## src/rtl/sysctl_pkg.sv

```systemverilog
package sysctl_pkg;
  localparam int unsigned WORD_W   = 32;
  localparam int unsigned KEY_W    = 8;
  localparam int unsigned STAT_W   = 8;
  localparam int unsigned SPK_LSB  = 28;
  localparam int unsigned PWR_BIT  = 24;
  localparam int unsigned STAT_LSB = 16;

  typedef logic signed [1:0] spk_lvl_t;
  localparam spk_lvl_t SPK_ZERO = 2'sb00;
  localparam spk_lvl_t SPK_POS  = 2'sb01;
  localparam spk_lvl_t SPK_NEG  = 2'sb11;
endpackage

```

## src/rtl/sysctl_tick.sv

```systemverilog
module sysctl_tick #(
  parameter int unsigned TICK_DIV = 128
) (
  input  logic clk,
  input  logic rst_n,
  input  logic tick_stb,
  input  logic tick_ack,
  output logic irq_o
);
  localparam int unsigned CNT_W = (TICK_DIV > 1) ? $clog2(TICK_DIV) : 1;
  localparam logic [CNT_W-1:0] CNT_LAST = CNT_W'(TICK_DIV - 1);

  logic [CNT_W-1:0] cnt_q, cnt_d;
  logic             irq_q, irq_d;
  logic             fire;

  always_comb begin
    fire  = tick_stb && (cnt_q == CNT_LAST);
    cnt_d = cnt_q;
    if (tick_stb) cnt_d = fire ? '0 : cnt_q + 1'b1;
    irq_d = fire | (irq_q & ~tick_ack);
  end

  always_ff @(posedge clk or negedge rst_n) begin
    if (!rst_n) begin
      cnt_q <= '0;
      irq_q <= 1'b0;
    end else begin
      if (tick_stb) cnt_q <= cnt_d;
      irq_q <= irq_d;
    end
  end

  assign irq_o = irq_q;

  assert_tick_sets_R2: assert property (@(posedge clk) disable iff (!rst_n)
    fire |=> irq_q);
  assert_irq_held_R3: assert property (@(posedge clk) disable iff (!rst_n)
    $fell(irq_q) |-> $past(tick_ack));
  assert_tick_wins_R4: assert property (@(posedge clk) disable iff (!rst_n)
    (fire && tick_ack) |=> irq_q);
endmodule

```

## src/rtl/sysctl_ctrl.sv

```systemverilog
module sysctl_ctrl
  import sysctl_pkg::*;
(
  input  logic              clk,
  input  logic              rst_n,
  input  logic              wr_en,
  input  logic [WORD_W-1:0] wdata,
  output spk_lvl_t          spk_o,
  output logic              pwr_off_o
);
  logic [WORD_W-1:0] ctrl_q, ctrl_d;
  logic              pwr_q, pwr_d;

  always_comb begin
    ctrl_d = wr_en ? wdata : ctrl_q;
    pwr_d  = wr_en && ctrl_q[PWR_BIT] && !wdata[PWR_BIT];
  end

  always_ff @(posedge clk or negedge rst_n) begin
    if (!rst_n) begin
      ctrl_q <= '0;
      pwr_q  <= 1'b0;
    end else begin
      if (wr_en) ctrl_q <= ctrl_d;
      pwr_q <= pwr_d;
    end
  end

  always_comb begin
    unique case (ctrl_q[SPK_LSB+1:SPK_LSB])
      2'd1:    spk_o = SPK_POS;
      2'd2:    spk_o = SPK_NEG;
      default: spk_o = SPK_ZERO;
    endcase
  end

  assign pwr_off_o = pwr_q;

  assert_pwr_edge_R8: assert property (@(posedge clk) disable iff (!rst_n)
    pwr_q |-> ($past(wr_en) && !ctrl_q[PWR_BIT]));
  assert_pwr_single_R8: assert property (@(posedge clk) disable iff (!rst_n)
    pwr_q |=> !pwr_q);
  assert_ctrl_stable_R10: assert property (@(posedge clk) disable iff (!rst_n)
    !wr_en |=> $stable(ctrl_q));
endmodule

```

## src/rtl/sysctl_rdpath.sv

```systemverilog
module sysctl_rdpath
  import sysctl_pkg::*;
(
  input  logic              clk,
  input  logic              rst_n,
  input  logic              rd_en,
  input  logic              fiq_req,
  input  logic [KEY_W-1:0]  kbd_row,
  input  logic [STAT_W-1:0] disp_status,
  output logic [WORD_W-1:0] rdata_o,
  output logic              fiq_o
);
  logic [WORD_W-1:0] rd_q, rd_d;
  logic              fiq_q, fiq_d;

  always_comb begin
    rd_d = '0;
    rd_d[KEY_W-1:0] = kbd_row;
    rd_d[STAT_LSB +: STAT_W] = disp_status;
    fiq_d = fiq_req | (fiq_q & ~rd_en);
  end

  always_ff @(posedge clk or negedge rst_n) begin
    if (!rst_n) begin
      rd_q  <= '0;
      fiq_q <= 1'b0;
    end else begin
      if (rd_en) rd_q <= rd_d;
      fiq_q <= fiq_d;
    end
  end

  assign rdata_o = rd_q;
  assign fiq_o   = fiq_q;

  assert_fiq_clear_R5: assert property (@(posedge clk) disable iff (!rst_n)
    (rd_en && !fiq_req) |=> !fiq_q);
  assert_fiq_set_R6: assert property (@(posedge clk) disable iff (!rst_n)
    fiq_req |=> fiq_q);
  assert_rdata_hold_R9: assert property (@(posedge clk) disable iff (!rst_n)
    !rd_en |=> $stable(rd_q));
endmodule

```

## src/rtl/sysctl_port.sv

```systemverilog
module sysctl_port
  import sysctl_pkg::*;
#(
  parameter int unsigned TICK_DIV = 128
) (
  input  logic        clk,
  input  logic        rst_n,
  input  logic        bus_sel,
  input  logic        bus_we,
  input  logic [31:0] bus_wdata,
  output logic [31:0] bus_rdata,
  input  logic [7:0]  kbd_row,
  input  logic [7:0]  disp_status,
  input  logic        tick_stb,
  input  logic        tick_ack,
  input  logic        fiq_req,
  output logic        irq_tick,
  output logic        fiq_pend,
  output logic [1:0]  spk_level,
  output logic        pwr_off
);
  logic     wr_en, rd_en;
  spk_lvl_t spk;

  assign wr_en = bus_sel & bus_we;
  assign rd_en = bus_sel & ~bus_we;

  sysctl_tick #(.TICK_DIV(TICK_DIV)) tick_i (
    .clk(clk), .rst_n(rst_n), .tick_stb(tick_stb), .tick_ack(tick_ack),
    .irq_o(irq_tick)
  );

  sysctl_ctrl ctrl_i (
    .clk(clk), .rst_n(rst_n), .wr_en(wr_en), .wdata(bus_wdata),
    .spk_o(spk), .pwr_off_o(pwr_off)
  );

  sysctl_rdpath rd_i (
    .clk(clk), .rst_n(rst_n), .rd_en(rd_en), .fiq_req(fiq_req),
    .kbd_row(kbd_row), .disp_status(disp_status),
    .rdata_o(bus_rdata), .fiq_o(fiq_pend)
  );

  assign spk_level = spk;
endmodule

```

## config.mk

```make
export PLATFORM = sky130hd
export DESIGN_NAME = sysctl_port
export DESIGN_NICKNAME = d
export VERILOG_FILES = /design/src/rtl/sysctl_pkg.sv /design/src/rtl/sysctl_tick.sv /design/src/rtl/sysctl_ctrl.sv /design/src/rtl/sysctl_rdpath.sv /design/src/rtl/sysctl_port.sv
export SDC_FILE = /design/constraint.sdc
export NUM_CORES = 1
export LEC_CHECK = 0
export ABC_AREA = 1
export BUFFER_PORTS_ARGS = -buffer_cell sky130_fd_sc_hd__buf_4
export CORE_AREA = 4 4 68 70
export CTS_CLUSTER_SIZE = 25
export DETAILED_ROUTE_END_ITERATION = 10
export DIE_AREA = 0 0 72 74
export GPL_ROUTABILITY_DRIVEN = 0
export HOLD_SLACK_MARGIN = 0.15
export PLACE_DENSITY_LB_ADDON = 0.08
export SLEW_MARGIN = 20
export SYNTH_ARGS = -nofsm -noshare
export SYNTH_HDL_FRONTEND = slang
export SYNTH_SLANG_ARGS = --single-unit
```

## constraint.sdc

```tcl
create_clock -name clk -period 1.15 [get_ports clk]
set_input_delay 0.0575 -clock clk [delete_from_list [all_inputs] [get_ports clk]]
set_output_delay 0.0575 -clock clk [all_outputs]
set_load 0.01 [all_outputs]
```

==> run_results.csv <==
group,metric,value,unit
clock_network,clk-insertion-delay-late,0.28,ns
clock_network,cts-root-buf,"clkbuf_8",
die,initial_core_util,0.348,
power_and_ir_drop,ir_drop,0.606,mV
synthesis,synth_cell_types,23,
die,pin_count,92,
synthesis,yosys.area.top_type,"dfrtp_1",
routing,vias,1213,
cells_and_area,fin_area,2110,sq um
sta,holdWs,0.238,ns
worst_setup_path,cpMaxStageDelayCell,"dfrtp_1",
synthesis,synthArstFlopShare,1.00,
sta,fmax,863,MHz
cells_and_area,fillers,391,
die,die_y,74,um
clock_network,cts.sinks,29,
clock_network,h-tree-depth,2,
sta,min_period,1.16,ns
global_route,overflow,0,
worst_setup_path,cpPeakStageDelay,0.39,ns
worst_setup_path,critPathKind,"reg -> out",
synthesis,yosysWarnings,0,
sta,tns,-0.00900,ns
routing,vias_per_cell,4.30,
synthesis,syn_area_per_cell,8.90,sq um
cells_and_area,syn2layout_area_growth,53.2,%
sta,skew,0.00303,ns
die,placementRows,23,
worst_setup_path,reg2reg_depth,6,
flow_run,max_cap_viol_count,0,
placed_design,io_buffer_count,46,
placed_design,place_area,1710,sq um
power_and_ir_drop,power_density,1570,nW/um^2
synthesis,yosysMostFrequentCell,"nand2_1",
routing,post_drt_wl_per_cell,11.5,um
worst_setup_path,cp_max_fo,2,
routing,drt_first_pass_iters,4,
routing,ant_nets,0,
sta,fin_crit_sh,1.01,
die,die_area,5330,sq um
worst_setup_path,start_kind,"flop",
sta,slew_violations,0,
global_route,grt_pass1_vias,1112,
synthesis,ys_ff_latch,29,
worst_setup_path,rrSetupSlack,0.01,ns
cells_and_area,nets,288,
cells_and_area,drive_gt1_frac,0.306,
worst_setup_path,crit_chain,"ha_1 -> inv_1 -> buf_6",
placed_design,placed_cells,248,
synthesis,netlist_instances,155,
synthesis,synth_top_cell_area_share,0.526,
routing,wirelength,3250,um
global_route,grt_max_degree,30,
worst_setup_path,critPathLaunch,"ctrl_i.ctrl_q[29]$_DFFE_PN0P_",
synthesis,synth_area_leaders,"dfrtp_1, nand2_1, buf_4, nand3_1, inv_1",
synthesis,synth_top_flop_cell,"dfrtp_1",
routing,drt_iter0_markers,28,
worst_hold_path,hold_path.class,"in -> async",
sta,hold_violations,0,
global_route,track_usage,0.125,
sta,finalWorstSetupSlack,-0.00900,ns
placed_design,dp_hpwl,2180,um
synthesis,syn-cell-area,1380,sq um
synthesis,yosysSeqAreaShare,0.526,
worst_setup_path,regToRegEndpoint,"tick_i.cnt_q[3]$_DFFE_PN0P_",
clock_network,tritoncts,"built",
worst_setup_path,worstPathRequired,1.09,ns
synthesis,synth_edf_count,0,
synthesis,yosys-top-cells-count,"nand2_1, dfrtp_1, nand3_1, buf_4, inv_1",
sta,setup_violations,1,
global_route,antenna_found_initial,0,
outcome,status,"complete, but fails checks",
outcome,failed_checks,"negative setup slack",
clock_network,clkTransAtPathRegs,0.06,ns
die,die_x,72,um
die,core_area,3970,sq um
placed_design,dp_slack,0.0375,ns
cells_and_area,finalNonFillerCells,282,
worst_setup_path,crit_arrival,1.10,ns
sta,grt_setup_unrepaired,"yes",
worst_setup_path,end_kind,"output pin",
routing,route.detailed.drc,0,
power_and_ir_drop,p_leak,1.16,nW
clock_network,numCtsBuffers,5,
clock_network,clock_path_buffers,2,
worst_setup_path,timing.rr.start,"tick_i.cnt_q[1]$_DFFE_PN0P_",
global_route,grt_pass1_wl,5090,um
cells_and_area,insertedDiodeCount,0,
[where the power goes]
| part | internal (mW) | total, mW | leakage [nW] | switching, mW |
|---|---|---|---|---|
| registers | 1.22 | 1.35 | 0.349 | 0.135 |
| logic | 0.432 | 0.885 | 0.749 | 0.453 |
| clock network | 0.705 | 1.08 | 0.0585 | 0.371 |
| total | 2.36 | 3.31 | 1.16 | 0.958 |
[cell families after synthesis]
group | count (synthesis) | synth area share
other | 1 | 0.00272
AOI/OAI and AO/OA | 6 | 0.0236
adders and majority gates | 2 | 0.0181
and+or+nand+nor | 82 | 0.267
DFF | 29 | 0.526
buffers and inverters | 33 | 0.146
xor gates and xnor gates | 1 | 0.00635
muxes | 1 | 0.0109
[sequential cells by signal (all words and copies together) (netlist names)]
signal,flops
ctrl_i.pwr_off_o,1
tick_i.cnt_q,7
rd_i.rdata_o,16
ctrl_i.ctrl_q,3
rd_i.fiq_o,1
tick_i.irq_o,1
[placed cells by master (no fill, tap or decap), types with 2 or more instances in the layout]
cell / netlist / final
clkbuf_8: 0 / 6
inv_1: 12 / 12
nor2_2: 1 / 3
nand2_2: 1 / 4
nand2_1: 47 / 43
o21ai_0: 2 / 2
nand2_4: 2 / 3
dfrtp_1: 29 / 29
conb_1: 1 / 16
dlygate4sd3_1: 0 / 25
nand3_1: 18 / 18
nor2_1: 9 / 7
buf_4: 16 / 48
a21oi_1: 3 / 3
[what timing repair did]
action                     CTS  global route
hold buffers                25             0
setup endpoints to repair    1             5
pin swaps                    0             4
buffers inserted             0             1
hold endpoints to repair    54             0
resized for setup            1             9
[metal layers]
metal	global-route usage	wire length [um]	vias to the layer above
met2	0.201	1640	43
met4	0.0376	40	0
li1	-	-	603
met5	0	0	-
met1	0.154	1300	561
met3	0.0514	263	6
[worst max-delay path by stage]
stage,end,slack [ns],depth (start not counted)
after floorplan,tick_i.cnt_q[5]$_DFFE_PN0P_,0.1,6
after global placement,tick_i.cnt_q[5]$_DFFE_PN0P_,0.05,6
after detailed placement,tick_i.cnt_q[5]$_DFFE_PN0P_,0.04,6
final,spk_level[0],-0.009,3
after global routing,spk_level[0],-0.07,4
after CTS,spk_level[0],-0.03,3
[worst max-delay path: cells and delay by family (launching register included)]
| kind | cells | cell delay [ns] |
|---|---|---|
| flops | 1 | 0.39 |
| buf+inv | 2 | 0.17 |
| fa+ha+maj | 1 | 0.27 |
[final cells by class]
type,count,area [sq um],area share
Clock inverter,1,30.0,0.0142
Multi-Input combinational cell,108,539,0.255
Tap cell,50,62.6,0.0296
Inverter,13,48.8,0.0231
Clock buffer,7,86.3,0.0408
Timing Repair Buffer,74,622,0.294
Sequential cell,29,726,0.343
[metrics by stage]
stage / power (mW) / util
3_3_place_gp: 2.07 / 0.430
3_5_place_dp: 2.10 / 0.430
2_1_floorplan: 1.82 / -
6_report: 3.31 / 0.532
5_1_grt: 3.54 / 0.532
4_1_cts: 3.27 / 0.523
No activity file was read; power rests on OpenSTA's default activity.
